==> config.mk <==
export PLATFORM = sky130hd
export DESIGN_NAME = peak_time_interp
export DESIGN_NICKNAME = d
export VERILOG_FILES = /design/src/rtl/peak_time_interp.sv
export SDC_FILE = /design/constraint.sdc
export NUM_CORES = 1
export LEC_CHECK = 0
export BUFFER_PORTS_ARGS = -buffer_cell sky130_fd_sc_hd__buf_4
export CAP_MARGIN = 20
export CORE_MARGIN = 4
export CORE_UTILIZATION = 40
export CTS_CLUSTER_SIZE = 10
export DETAILED_ROUTE_END_ITERATION = 7
export PLACE_DENSITY = 0.61
export SLEW_MARGIN = 20
export SYNTH_ARGS = -nofsm -noshare
export SYNTH_HDL_FRONTEND = slang
export SYNTH_SLANG_ARGS = --single-unit
==> constraint.sdc <==
create_clock -name clk -period 12.6 [get_ports clk]
set_clock_uncertainty 0.05 [all_clocks]
set_input_delay 0.63 -clock clk [delete_from_list [all_inputs] [get_ports clk]]
set_output_delay 0.63 -clock clk [all_outputs]
set_load 0.05 [all_outputs]
==> src/rtl/peak_time_interp.sv <==
module peak_time_interp #(
  parameter int DW = 16,
  parameter int CW = 16,
  parameter int FW = 6,
  parameter int LB = 5,
  parameter int HW = 8
) (
  input  logic                 clk,
  input  logic                 rst_n,
  input  logic                 d_valid,
  input  logic signed [DW-1:0] d_in,
  input  logic                 armed,
  input  logic [HW-1:0]        holdoff,
  output logic                 t_valid,
  output logic [CW-1:0]        t_int,
  output logic [FW-1:0]        t_frac
);
  localparam int NL   = 1 << (2*LB-1);
  localparam int SW   = $clog2(DW+2);
  localparam int FMAX = (1 << FW) - 1;

  function automatic int lut_val(input int g);
    int nt, dt, q;
    nt = g >> (LB-1);
    dt = (1 << (LB-1)) | (g & ((1 << (LB-1)) - 1));
    q  = (nt << FW) / dt;
    return (q > FMAX) ? FMAX : q;
  endfunction

  logic [FW-1:0] lut [NL];
  for (genvar g = 0; g < NL; g++) begin : g_lut
    assign lut[g] = FW'(lut_val(g));
  end

  logic [CW-1:0]        cnt, prev_idx;
  logic signed [DW-1:0] prev_d;
  logic                 prev_ok;
  logic [HW-1:0]        hold;

  logic [DW:0]   num, den, num_sh, den_sh;
  logic [SW-1:0] sh;
  logic          hit;

  assign num = {1'b0, prev_d};
  assign den = {prev_d[DW-1], prev_d} - {d_in[DW-1], d_in};

  always_comb begin
    sh = '0;
    for (int i = 0; i <= DW; i++)
      if (den[i]) sh = SW'(DW - i);
  end

  assign num_sh = num << sh;
  assign den_sh = den << sh;

  assign hit = d_valid && prev_ok && (prev_d > 0) && (d_in <= 0)
               && armed && (hold == '0);

  always_ff @(posedge clk) begin
    if (!rst_n) begin
      cnt      <= '0;
      prev_idx <= '0;
      prev_d   <= '0;
      prev_ok  <= 1'b0;
      hold     <= '0;
      t_valid  <= 1'b0;
      t_int    <= '0;
      t_frac   <= '0;
    end else begin
      t_valid <= hit;
      if (hit) begin
        t_int  <= prev_idx;
        t_frac <= lut[{num_sh[DW -: LB], den_sh[DW-1 -: LB-1]}];
        hold   <= holdoff;
      end else if (hold != '0) begin
        hold <= hold - 1'b1;
      end
      if (d_valid) begin
        prev_d   <= d_in;
        prev_idx <= cnt;
        prev_ok  <= 1'b1;
        cnt      <= cnt + 1'b1;
      end
    end
  end
endmodule

# Word level (Yosys, flattened, before mapping)
# Memory sizes are Yosys's and may differ from the RTL's. A register that Yosys moved wholly into a read port is not among the register bits.
# Index checks and enable logic that the tools add are counted.
# word_totals
inputBits	28
register_bits	74
mem_bits_ro	3072
out_inout_bits	23
memories	1
elab_cells	44
# classes
n_reduce_logical	9
n_shift	2
bitwise	1
addsub	3
mux	19
magnitude_cmp	2
# memory_table
name	words	width	rd	rd_ports_with_merged_regs	write_ports	line	text
(name not given)	512	6	1	1	0	73	t_frac <= lut[{num_sh[DW -: LB], den_sh[DW-1 -: LB-1]}];
# ops
cell	count
two-way mux 5 bit	17
<< shifter 16 x 5 -> 17 bit	1
<< shifter 17 x 5 -> 16 bit	1
subtractor 16 x 16 -> 17 bit	1
adder 16 x 1 -> 16 bit, second input constant	1
greater-than comparator 16 x 1 -> 1 bit, second input constant	1
less-or-equal comparator 16 x 1 -> 1 bit, second input constant	1
two-way mux 8 bit	2
inverter 9 -> 10 bit	1
logical NOT 8 bit	1
nonzero test 8 bit	1
subtractor 8 x 1 -> 8 bit, second input constant	1
logical AND 1 bit	5
nonzero test 2 bit	1
logical NOT 1 bit	1

# Depth between registers and ports, before layout
# depth
word_depth	20
ltp_mapped	27
ltp_nobuf	23

# Least setup slack after synthesis
# No wires, ideal clock.
# synth_timing
kind	input port to flip-flop
start	input d_in[4]
end	register t_frac[3]
slack_ps	6835
required_time_ps	12419
cell_stages	26
n_path_buf	4
setup_ps	131
arrival_ps	5584
cell_sequence	inv_1 > ha_1 > buf_6 > a21o_4 > a31oi_4 > a21oi_4 > o31ai_2 > mux2_4 > o211a_1 > nor3_1 > clkbuf_1 > nor3_1 > or2_0 > a311o_1 > nand2_1 > buf_2 > ha_1 > inv_1 > or3_1 > buf_2 > nor2_1 > a21oi_1 > o211a_1 > a311oi_1 > o211a_1 > o32ai_2
# synth_via
elab_chain_len	16
word_cells_on_any_way	21
cone_classes	add/sub (1); order compare (1); shift (2); mux (13); bitwise (1); reduce/logical (3)
# synth_lines
element	line	text
from (decl)	11	input logic signed [DW-1:0] d_in,
subtractor 16 x 16 -> 17 bit	45	assign den = {prev_d[DW-1], prev_d} - {d_in[DW-1], d_in};
two-way mux 5 bit (13 in a row)	50	if (den[i]) sh = SW'(DW - i);
<< shifter 17 x 5 -> 16 bit or << shifter 16 x 5 -> 17 bit (tied branches)	54, 53	
inverter 9 -> 10 bit (not written as such)	73	
to (decl)	16	output logic [FW-1:0] t_frac
# Several ways; a longest one is shown, not always the timed one.
# A chain may end at the register's enable or synchronous reset.

# Worst setup path in the final report
# layout_timing
start	register prev_d[4]
end	register t_frac[3]
# layout_via
elab_chain_len	16
word_cells_on_any_way	22
cone_classes	add/sub (1); order compare (1); shift (2); mux (13); bitwise (1); reduce/logical (4)
# layout_lines
element	line	text
from (decl)	36	logic signed [DW-1:0] prev_d;
from (signal assigned)	79	prev_d <= d_in;
subtractor 16 x 16 -> 17 bit	45	
two-way mux 5 bit (13 in a row)	50	
<< shifter 17 x 5 -> 16 bit or << shifter 16 x 5 -> 17 bit (tied branches)	54, 53	
inverter 9 -> 10 bit (not written as such)	73	
# Several ways; a longest one is shown, not always the timed one.

==> summary.md <==
| Metric | Value |
|---|---|
| Vias per cell | 6.386 |
| Fillers | 2157 |
| Final setup TNS | 0 ns |
| Gpl congestion | 1.001 |
| Slowest cell delay on critical path | 0.86 ns |
| Share of cells above drive strength 1 | 0.1236 |
| Worst Min Path Start | prev_ok$_SDFFE_PN0P_ |
| Resize count post-CTS | 0 |
| Top FF cell, synth | dfxtp_1 |
| Hold WC Path Type | flip-flop to flip-flop |
| Clock Latency Late Sink | 0.33 ns |
| Max Freq | 0.1320 GHz |
| Global Route Usage Sum | 0.2356 |
| Fin Hold WS | 0.4042 ns |
| Maximum vdd drop | 104.1 uV |
| Gr ovfl total | 0 |
| Final ANT Viol Nets | 0 |
| Commonest cells after routing, fill and taps aside | 131 x nand2_1, 85 x nor2_1, 80 x dfxtp_1 |
| Slew @ Worst Pin | 1.050 ns |
| R2r startpoint | prev_d[4]$_SDFFE_PN0P_ |
| CP Max Fanout | 27 |
| Final setup viols | 0 |
| Post-synth ARST share | 0 |
| EDFF count, synth | 0 |
| CP Launch Type | flip-flop |
| H-tree depth | 3 |
| Hold EP | prev_ok$_SDFFE_PN0P_ |
| Critical R2R Capture | t_frac[3]$_SDFFE_PN0P_ |
| Post-CTS Hold Fix Bufs | 0 |
| Data arrival time of the worst path | 7.73 ns |
| Cells after synthesis | 1147 |
| Critical path required time | 12.75 ns |
| Seq/Total Area, Yosys | 0.1847 |
| DRT iter0 DRCs | 1050 |
| Setup bufs post-CTS | 0 |
| Ratio of final minimum period to clock period | 0.6014 |
| Setup CP Type | flip-flop to flip-flop |
| Initial antenna violation count | 0 |
| CTS Sinks | 80 |
| Fin util | 0.4406 |
| # rows | 53 |
| Final Slew Violations | 0 |
| Area grow syn2layout | 7.473% |
| Die W | 155.3 um |
| Vias post-DR | 9042 |
| Placed Cells | 1401 |
| Area share of the largest cell type after synthesis | 0.1847 |
| Critical-path cell list | ha_1 > a21o_4 > a31oi_4 > a21oi_4 > o31ai_2 > mux2_4 > o211a_1 > nor3_1 > nor3_1 > or2_0 > a311o_1 > nand2_1 > buf_4 > ha_1 > inv_1 > or3_1 > nor2_1 > a21oi_1 > o211a_1 > a311oi_1 > o211a_1 > o32ai_2 |
| TritonCTS clock tree | done |
| Mapped Area | 0.008673 sq mm |
| Num CTS Buffers | 9 |
| # DRC | 2 |
| Clk slew on worst S/H paths | 0.06 ns |
| Synth top area cells | dfxtp_1 18%, mux2i_1 6.6%, nand2_1 5.7% |
| Min Tclk post-route | 7.578 ns |
| Failing checks | DRC |
| Slew margin rel. | 0.2947 |
| Die Y-Extent | 155.3 um |
| Net count after synthesis | 1203 |
| I/O pin total | 51 |
| First-pass GRT wire length | 46.61 mm |
| ANT cells | 0 |
| Largest net degree at the start of global routing | 80 |
| Non-Filler Instances | 1416 |
| Post-DP HPWL | 20.59 mm |
| Fin nets | 1193 |
| WHS Path Cells | 1 |
| Avg Inst Size Synth | 7.562 sq um |
| Leak pwr | 3.600 nW |
| Unrepaired setup endpoints after global routing | no |
| Clock root cell | clkbuf_16 |
| CTS max path bufs | 2 |
| Fin. Hold Viols | 0 |
| FF+latch count, synth | 80 |
| Internal reg-to-reg setup slack | 5.02 ns |
| Critical Path Slowest Stage Cell | nor3_1 |
| Synth area leader | dfxtp_1 |
| Distinct cells, synth | 115 |
| CP endpoint kind | flip-flop |
| Final WL | 29.33 mm |
| Max-cap violations | 0 |
| WL/cell | 20.71 um |
| DIE AREA | 0.02410 sq mm |
| Commonest non-fill, non-tap cell in the layout | nand2_1 |
| IO buf count | 50 |
| Pre-Repair DR Iteration Count | 8 |
| Pwr dens | 181.5 mW/mm^2 |
| R2r worst-path depth | 22 |
| CP most frequent cell | o211a_1 |
| Starting Density | 0.4100 |
| Synth Warn # | 0 |
| Vias in the first global route | 8557 |
| Status | finished with violations |
| Core box area | 0.02115 sq mm |
cell type report:
class	count	area, sq um	area share
clock buffers	12	256.5	0.02752
clock inverters	3	26.28	0.002819
inverters	36	137.6	0.01477
well taps	275	344.1	0.03691
repair buffers	64	480.5	0.05154
multi-input cells	946	6475	0.6946
flip-flops and latches	80	1602	0.1718
worst max-delay path, delay by kind of cell, from the launching register on:
family | cells | cell delay, ns
DFF | 1 | 0.60
AOI/OAI and AO/OA | 11 | 2.49
buffers and inverters | 2 | 0.67
muxes | 1 | 0.37
adders and majority gates | 2 | 1.10
and+or+nand+nor | 6 | 2.14
stage by stage:
step	setup slack (ns)	power, W	cell area, sq um
after global placement	4.960	0.001420	9039
final	5.022	0.001692	9321
after CTS	5.266	0.001651	9321
after global routing	4.755	0.001792	9321
after floorplan	6.835	0.001144	8673
after detailed placement	5.085	0.001399	9039
cells in the mapped netlist, drive strengths merged, types with 10 or more instances:
master / instances
nand2: 132
nor2: 89
dfxtp: 80
o21ai: 75
a21oi: 71
mux2i: 57
buf: 53
nor2b: 38
inv: 36
clkbuf: 32
nand3: 32
ha: 27
a21boi: 25
nor3: 25
and2: 21
o211ai: 20
xnor2: 20
a211oi: 19
or3: 17
o22ai: 16
a21o: 14
and3: 14
mux2: 13
nor4: 13
a31oi: 12
or2: 12
o21a: 11
o31ai: 11
a211o: 10
worst max-delay path by stage:
stage	from	endpoint	cells past startpoint
CTS	prev_d[4]$_SDFFE_PN0P_	t_frac[3]$_SDFFE_PN0P_	22
floorplan	d_in[4]	t_frac[3]$_SDFFE_PN0P_	26
detailed placement	d_in[4]	t_frac[3]$_SDFFE_PN0P_	24
global placement	d_in[4]	t_frac[3]$_SDFFE_PN0P_	24
finish	prev_d[4]$_SDFFE_PN0P_	t_frac[3]$_SDFFE_PN0P_	22
global route	prev_d[0]$_SDFFE_PN0P_	t_frac[3]$_SDFFE_PN0P_	24
sequential cells by signal (all words and copies together), names as in the netlist:
register and cells:
cnt 16, hold 8, prev_d 16, prev_idx 16, prev_ok 1, t_frac 6
t_int 16, t_valid 1
power breakdown:
| group | switching (W) | leakage (nW) | internal (W) |
|---|---|---|---|
| Clock | 0.000101 | 0.139 | 0.000145 |
| Combinational | 0.000784 | 2.81 | 0.000380 |
| Sequential | 0.0000161 | 0.650 | 0.000267 |
logic make-up after synthesis:
kind of cell	count (synthesis)	share of synthesized area
mux	71	0.08656
fa+ha+maj	30	0.04357
flops	80	0.1847
xor+xnor	29	0.03145
buf+inv	121	0.06968
simple gates	423	0.2441
compound gates	393	0.3400
routing by layer:
| layer | up-vias | GRT usage | wire length, um | part of all wire |
|---|---|---|---|---|
| li1 | 4289 | - | - | - |
| met1 | 4177 | 0.3169 | 12590 | 0.43 |
| met2 | 469 | 0.3812 | 13420 | 0.46 |
| met3 | 107 | 0.03199 | 2162 | 0.074 |
| met4 | 0 | 0.09629 | 1158 | 0.039 |
| met5 | - | 0 | 0 | 0 |
(Power assumes the default switching activity.)
